## src/rtl/uart_cts_tx_pkg.sv

```systemverilog
package uart_cts_tx_pkg;
  typedef enum logic [1:0] {
    TX_IDLE  = 2'd0,
    TX_START = 2'd1,
    TX_DATA  = 2'd2,
    TX_STOP  = 2'd3
  } tx_state_t;
endpackage

```

## src/rtl/cts_sync.sv

```systemverilog
module cts_sync #(
  parameter int STAGES = 2
) (
  input  logic clk,
  input  logic rst,
  input  logic din,
  output logic dout
);
  logic [STAGES-1:0] chain;

  genvar g;
  generate
    for (g = 0; g < STAGES; g++) begin : g_stage
      if (g == 0) begin : g_first
        always_ff @(posedge clk) begin
          if (rst) chain[0] <= 1'b1;
          else     chain[0] <= din;
        end
      end else begin : g_next
        always_ff @(posedge clk) begin
          if (rst) chain[g] <= 1'b1;
          else     chain[g] <= chain[g-1];
        end
      end
    end
  endgenerate

  assign dout = chain[STAGES-1];
endmodule

```

## src/rtl/tx_holdbuf.sv

```systemverilog
module tx_holdbuf #(
  parameter int DATA_W = 8
) (
  input  logic              clk,
  input  logic              rst,
  input  logic              wr_en,
  input  logic [DATA_W-1:0] wr_data,
  input  logic              take,
  output logic [DATA_W-1:0] hold_data,
  output logic              hold_full,
  output logic              ovw_pulse
);
  always_ff @(posedge clk) begin
    if (rst) begin
      hold_data <= '0;
      hold_full <= 1'b0;
      ovw_pulse <= 1'b0;
    end else begin
      ovw_pulse <= wr_en && hold_full && !take;
      if (wr_en) begin
        hold_data <= wr_data;
        hold_full <= 1'b1;
      end else if (take) begin
        hold_full <= 1'b0;
      end
    end
  end

  // a write always leaves the buffer holding data
  p_write_fills_r3: assert property (@(posedge clk) disable iff (rst)
    wr_en |=> hold_full);

  // an overwrite report implies the buffer still holds a byte
  p_ovw_full_r4: assert property (@(posedge clk) disable iff (rst)
    ovw_pulse |-> hold_full);
endmodule

```

## src/rtl/tx_framer.sv

```systemverilog
module tx_framer
  import uart_cts_tx_pkg::*;
#(
  parameter int DATA_W = 8
) (
  input  logic              clk,
  input  logic              rst,
  input  logic              bit_tick,
  input  logic              send_ok,
  input  logic              hold_full,
  input  logic [DATA_W-1:0] hold_data,
  output logic              take,
  output logic              idle,
  output logic              txd,
  output logic              irq
);
  localparam int CNT_W = (DATA_W > 1) ? $clog2(DATA_W) : 1;
  localparam logic [CNT_W-1:0] LAST_CNT = CNT_W'(DATA_W - 1);

  tx_state_t         state;
  logic [DATA_W-1:0] shreg;
  logic [CNT_W-1:0]  cnt;

  always_comb begin
    take = bit_tick && hold_full && send_ok &&
           ((state == TX_IDLE) || (state == TX_STOP));
  end

  assign idle = (state == TX_IDLE);

  always_ff @(posedge clk) begin
    if (rst) begin
      state <= TX_IDLE;
      shreg <= '0;
      cnt   <= '0;
      txd   <= 1'b1;
      irq   <= 1'b0;
    end else begin
      irq <= take;
      if (bit_tick) begin
        case (state)
          TX_IDLE, TX_STOP: begin
            if (take) begin
              shreg <= hold_data;
              txd   <= 1'b0;
              state <= TX_START;
            end else begin
              txd   <= 1'b1;
              state <= TX_IDLE;
            end
          end
          TX_START: begin
            txd   <= shreg[0];
            shreg <= {1'b0, shreg[DATA_W-1:1]};
            cnt   <= '0;
            state <= TX_DATA;
          end
          TX_DATA: begin
            if (cnt == LAST_CNT) begin
              txd   <= 1'b1;
              state <= TX_STOP;
            end else begin
              txd   <= shreg[0];
              shreg <= {1'b0, shreg[DATA_W-1:1]};
              cnt   <= cnt + 1'b1;
            end
          end
          default: state <= TX_IDLE;
        endcase
      end
    end
  end

  // interrupt lasts a single cycle
  p_irq_single_r10: assert property (@(posedge clk) disable iff (rst)
    irq |=> !irq);

  // the line only moves on a bit boundary
  p_line_on_tick_r2: assert property (@(posedge clk) disable iff (rst)
    !bit_tick |=> $stable(txd));

  // the stop bit is high
  p_stop_high_r2: assert property (@(posedge clk) disable iff (rst)
    (state == TX_STOP) |-> txd);

  // the idle line is high
  p_idle_high_r1: assert property (@(posedge clk) disable iff (rst)
    (state == TX_IDLE) |-> txd);
endmodule

```

## src/rtl/uart_cts_tx.sv

```systemverilog
module uart_cts_tx #(
  parameter int DATA_W      = 8,
  parameter int SYNC_STAGES = 2
) (
  input  logic              clk,
  input  logic              rst,
  input  logic              bit_tick,
  input  logic              hs_en,
  input  logic              cts_n,
  input  logic              wr_en,
  input  logic [DATA_W-1:0] wr_data,
  output logic              txd,
  output logic              tx_irq,
  output logic              buf_empty,
  output logic              wr_ovw
);
  logic              cts_s;
  logic              send_ok;
  logic              take;
  logic              idle;
  logic              hold_full;
  logic [DATA_W-1:0] hold_data;

  cts_sync #(.STAGES(SYNC_STAGES)) i_sync (
    .clk  (clk),
    .rst  (rst),
    .din  (cts_n),
    .dout (cts_s)
  );

  assign send_ok = !hs_en || !cts_s;

  tx_holdbuf #(.DATA_W(DATA_W)) i_buf (
    .clk       (clk),
    .rst       (rst),
    .wr_en     (wr_en),
    .wr_data   (wr_data),
    .take      (take),
    .hold_data (hold_data),
    .hold_full (hold_full),
    .ovw_pulse (wr_ovw)
  );

  tx_framer #(.DATA_W(DATA_W)) i_framer (
    .clk       (clk),
    .rst       (rst),
    .bit_tick  (bit_tick),
    .send_ok   (send_ok),
    .hold_full (hold_full),
    .hold_data (hold_data),
    .take      (take),
    .idle      (idle),
    .txd       (txd),
    .irq       (tx_irq)
  );

  assign buf_empty = !hold_full;

  // a frame only starts from a full buffer
  p_launch_from_full_r3: assert property (@(posedge clk) disable iff (rst)
    tx_irq |-> $past(hold_full));

  // an idle line with clear-to-send high starts nothing
  p_hs_block_r6: assert property (@(posedge clk) disable iff (rst)
    (hs_en && cts_s && idle) |=> !tx_irq);
endmodule

```

## config.mk

```make
export PLATFORM = sky130hd
export DESIGN_NAME = uart_cts_tx
export DESIGN_NICKNAME = d
export VERILOG_FILES = /design/src/rtl/uart_cts_tx_pkg.sv /design/src/rtl/cts_sync.sv /design/src/rtl/tx_holdbuf.sv /design/src/rtl/tx_framer.sv /design/src/rtl/uart_cts_tx.sv
export SDC_FILE = /design/constraint.sdc
export NUM_CORES = 1
export LEC_CHECK = 0
export CAP_MARGIN = 20
export CELL_PAD_IN_SITES_DETAIL_PLACEMENT = 1
export CELL_PAD_IN_SITES_GLOBAL_PLACEMENT = 1
export CORE_MARGIN = 5
export CORE_UTILIZATION = 37
export DETAILED_ROUTE_END_ITERATION = 10
export PLACE_DENSITY = 0.78
export REMOVE_ABC_BUFFERS = 1
export SETUP_SLACK_MARGIN = 0.3
export SLEW_MARGIN = 20
export SYNTH_ARGS = -nofsm -noshare
export SYNTH_HDL_FRONTEND = slang
export SYNTH_SLANG_ARGS = --single-unit
export TNS_END_PERCENT = 1
```

## constraint.sdc

```tcl
create_clock -name clk -period 1.4 [get_ports clk]
set_input_delay 0.28 -clock clk [delete_from_list [all_inputs] [get_ports clk]]
set_output_delay 0.28 -clock clk [all_outputs]
set_load 0.005 [all_outputs]
```

Word level (Yosys, flattened, before mapping). Cells that the tools add are included.

Bits in registers: 27. Output and inout port bits: 4. Logic and storage cells: 49.

$add $sub $neg: 1. Eq/ne operators: 7. Mux-type cells: 13. Reduce and logical (&&, ||, !) cells: 18.

Operator list (count): $pmux 8 s3 (1); $mux 8 (2); $pmux 2 s3 (1); $pmux 3 s2 (1); $reduce_and 3->1 (2); $logic_and 1x1->1 (5); $mux 1 (5); $eq 2x2->1 const B (2); $logic_not 1->1 (4); $ne 2x2->1 const B (2); $reduce_bool 2->1 (2); $add 3x1->3 const B (1); $eq 3x3->1 const B (1); $mux 3 (1); $pmux 1 s3 (1); $eq 2x1->1 const B (1); $logic_not 2->1 (1); $logic_or 1x1->1 (2); $mux 2 (1); $ne 2x1->1 const B (1); $reduce_and 2->1 (1); $reduce_or 2->1 (1).

Depth between registers and ports, before layout.
Depth in word-level cells: 6. Mapped depth: 8. Gate-level depth less buffers: 6.

Hierarchy. From an unflattened synthesis, not the netlist that was laid out.

Cell total of the unflattened synthesis: 120. Area total of the unflattened synthesis: 1197.4 um^2.

By module, submodules not included: tx_framer (times used 1, cells each 82, area an instance 785.8 um^2, sequential area each 300.3 um^2); tx_holdbuf (times used 1, cells each 32, area an instance 351.6 um^2, sequential area each 200.2 um^2); cts_sync (times used 1, cells each 4, area an instance 52.6 um^2, sequential area each 40.0 um^2); uart_cts_tx (times used 1, cells each 2, area an instance 7.5 um^2, sequential area each 0.0 um^2).

Worst setup path after synthesis. OpenSTA, ideal clock, no wires.

Path type: reg2reg. From: register i_framer.state[0]. To: register i_framer.shreg[7]. Library setup time: 0.089 ns. Arrival time: 1.474 ns. Required time: 1.311 ns. Setup slack: -0.163 ns. Stages on the path, launching flop included: 9. Buffers on the path: 2. Period minus slack after synthesis: 1.563 ns. Cells stage by stage: dfxtp_1 inv_1 ha_1 buf_4 inv_2 a31o_4 and2_4 buf_6 o32ai_4.

Word-level cells in the longest chain between the ends: 5.

Ends and longest elaborated chain: from (decl) (RTL line tx_framer.sv:20) `tx_state_t state;`; from (signal assigned) (RTL line tx_framer.sv:33) `state <= TX_IDLE;`; from (signal assigned) (RTL line tx_framer.sv:46) `state <= TX_START;`; from (signal assigned) (RTL line tx_framer.sv:49) `state <= TX_IDLE;`; $eq 2x2->1 or $logic_not 2->1 (tied branches) (RTL line tx_framer.sv:26, tx_framer.sv:41); $logic_or 1x1->1 (RTL line tx_framer.sv:26) `((state == TX_IDLE) || (state == TX_STOP));`; $logic_and 1x1->1 (RTL line tx_framer.sv:25) `take = bit_tick && hold_full && send_ok &&`; $ne 2x2->1 (no line); $reduce_and 3->1 (no line); to (signal assigned) (RTL line tx_framer.sv:44) `shreg <= hold_data;`; to (signal assigned) (RTL line tx_framer.sv:54) `shreg <= {1'b0, shreg[DATA_W-1:1]};`; to (signal assigned) (RTL line tx_framer.sv:64) `shreg <= {1'b0, shreg[DATA_W-1:1]};`; to (decl) (RTL line tx_framer.sv:21) `logic [DATA_W-1:0] shreg;`.

Parallel ways exist; a longest one is shown, timed or not. A chain may end at the register's enable or synchronous reset.

Worst setup path in the final report.
From: register i_framer.state[0]. To: register i_framer.shreg[3].

Same word-level chain as after synthesis.

==> impl_metrics.yaml <==
yosys:
  synthMostInstantiatedCell: "dfxtp_1"
  synthArstFlopShare_pct: 0
  synth_seq_area_share_pct: 44.6
  ys_ff_latch: 27
  syn_area_sq_mm: 0.00121
  synth_edf_count: 0
  synth_cell_type_count: 29
  netlist_instances: 118
  synthTopCellsByArea: "dfxtp_1 45%, mux2i_1 12%, a211oi_2 7.2%, a21oi_1 5.0%, ha_1 4.1%"
  ys_warn_count: 0
  synth.top_cell.area_share_pct: 44.6
  synth_common_cells: "27 x dfxtp_1, 15 x mux2i_1, 13 x nor2_1, 12 x a21oi_1, 7 x a211oi_2"
  ys.flop_type: "dfxtp_1"
  yosysTopAreaCell: "dfxtp_1"
  avgSynthCellArea_sq_um: 10.3
layout:
  fill_cells: 365
  layout.nets: 171
  finish.instance_area_sq_mm: 0.00167
  drive_gt1_share_pct: 40.8
  syn2layout_area_growth_pct: 38.0
  diodes: 0
grt:
  gr-usage-all-layers_pct: 15.8
  gr-total-overflow: 0
  grt_pass1_wl_um: 5400
  first_global_vias: 1133
  grt_max_degree: 16
  antenna_found_initial: 0
cts:
  clk_latency_ns: 0.32
  clkSinkCount: 27
  htreeDepth: 1
  cts_buffers: 3
  clockBufferDepth: 2
  cts_root_buffer: "clkbuf_4"
  cts_tree: "built"
  path_clk_slew_ns: 0.15
routing:
  via_count: 983
  ant_nets: 0
  drt-total-wl_um: 3080
  vias_per_cell: 5.02
  detail_route.first_pass.iterations: 3
  avgRoutedWirePerCell_um: 15.7
  drt-initial-drc-count: 23
  drc: 0
placement:
  place_area_sq_mm: 0.00155
  pre_cts_slack_ns: -0.288
  io_buffers: 17
  hpwl_um: 2340
  gp_congestion: 0.861
setup_path:
  arrival_ns: 1.69
  crit_type: "reg2reg"
  required_ns: 1.65
  cp-start-kind: "flip-flop"
  crit_path_end_kind: "flip-flop"
  ff2ff_setup_slack_ns: -0.04
  crit_fanout: 8
run:
  maxCapViolations: 0
power_and_ir_drop:
  ir_drop_mv: 0.410
  p_leak_nw: 0.678
  power_density_mw_per_mm2: 1000
run_status:
  violations: "negative setup slack"
  outcome: "finished, violations left"
timing:
  relSlewSlack_pct: 86.0
  worst_slew_pin_slew_ns: 0.204
  setup_violations: 8
  rsz0062_at_grt: "true"
  skew_ns: 0.00651
  fmax_mhz: 693
  period_needed_ns: 1.44
  layout_setup_ws_ns: -0.0430
  drv_slew: 0
  hold_violations: 0
  period_share_pct: 103
floorplanning:
  initial_core_util_pct: 39.1
  design.portCount: 18
  die_h_um: 67.2
  die_area_sq_mm: 0.00452
  core_sq_mm: 0.00310
  num_rows: 20
  fp.dieW_um: 67.2
worst_hold_path:
  hold_class: "reg2reg"
-- flip-flops by register name, summed over array words and instances, names as in the netlist --
register / flops
i_framer.txd: 1
i_framer.cnt: 3
i_sync.dout: 1
i_sync.chain: 1
i_buf.hold_data: 8
i_buf.ovw_pulse: 1
i_framer.state: 2
i_framer.irq: 1
i_buf.hold_full: 1
i_framer.shreg: 8
-- placed cells by master (no fill, tap or decap), drive strengths merged, types with 2 or more instances in the layout --
cell           count
mux2i             15
buf               25
or2                2
a211oi             8
a21boi             2
nor2              13
ha                 4
o21ai              5
a21oi             12
nand2              2
inv                7
clkdlybuf4s50     13
clkbuf             3
dfxtp             27
nand3              3
-- cell type report --
type / count / area (sq um) / share of cell area (%)
Sequential cell: 27 / 551 / 32.9
Timing Repair Buffer: 38 / 347 / 20.7
Tap cell: 44 / 55.1 / 3.29
Clock inverter: 1 / 5.00 / 0.299
Multi-Input combinational cell: 76 / 667 / 39.9
Inverter: 7 / 26.3 / 1.57
Clock buffer: 3 / 22.5 / 1.35
-- critical path, cell delays in order, from the launching register on --
cell and delay [ns]:
dfxtp_2 0.36, inv_2 0.04, ha_4 0.27, inv_2 0.04
a31o_4 0.23, and2_4 0.22, a211oi_2 0.20
-- cell families after synthesis --
kind of cell	Yosys count	synth area share, %
fa+ha+maj	4	4.13
flops	27	44.6
buf+inv	15	5.99
mux	15	12.4
compound gates	32	22.9
simple gates	25	10.0
-- where the power goes --
group	internal [mW]	total, mW	switching, mW
Combinational	0.251	0.477	0.226
Clock	0.107	0.336	0.229
Sequential	0.824	0.861	0.0372
-- per-layer routing --
| layer | GRT usage, % | wire, um | part of all wire [%] | vias up |
|---|---|---|---|---|
| met3 | 2.33 | 80 | 2.6 | 2 |
| met1 | 18.0 | 1350 | 44 | 483 |
| met2 | 30.4 | 1650 | 53 | 12 |
| li1 | - | - | - | 486 |
| met5 | 0 | 0 | 0 | - |
| met4 | 3.80 | 10 | 0.32 | 0 |
-- repair_timing --
item                       4_1_cts  5_1_grt
buffers inserted                 1        0
pin swaps                        8        4
gates resized for setup         39        7
setup endpoints to repair       21       20
hold buffers                     0        0
-- through the flow --
stage / hold slack [ns] / setup TNS (ns) / instances / utilization [%] / total power [mW]
after floorplan: 0.345 / -3.07 / 110 / - / 1.09
after global placement: 0.396 / -2.46 / 191 / 50.1 / 1.28
after detailed placement: 0.403 / -3.57 / 191 / 50.1 / 1.31
after CTS: 0.441 / -0.175 / 196 / 53.1 / 1.68
after global routing: 0.450 / -0.955 / 196 / 53.9 / 1.77
final: 0.434 / -0.174 / 196 / 53.9 / 1.67
-- final timing paths --
check	endpoint	startpoint	depth (start not counted)
setup / recovery	i_framer.shreg[3]$_SDFFE_PP0P_	i_framer.state[0]$_SDFFE_PP0P_	6
hold / removal	i_sync.dout$_SDFF_PP1_	i_sync.chain[0]$_SDFF_PP1_	1
setup reg to reg	i_framer.shreg[3]$_SDFFE_PP0P_	i_framer.state[0]$_SDFFE_PP0P_	6
hold reg to reg	i_sync.dout$_SDFF_PP1_	i_sync.chain[0]$_SDFF_PP1_	1
Power figures use the tool's default switching activity.
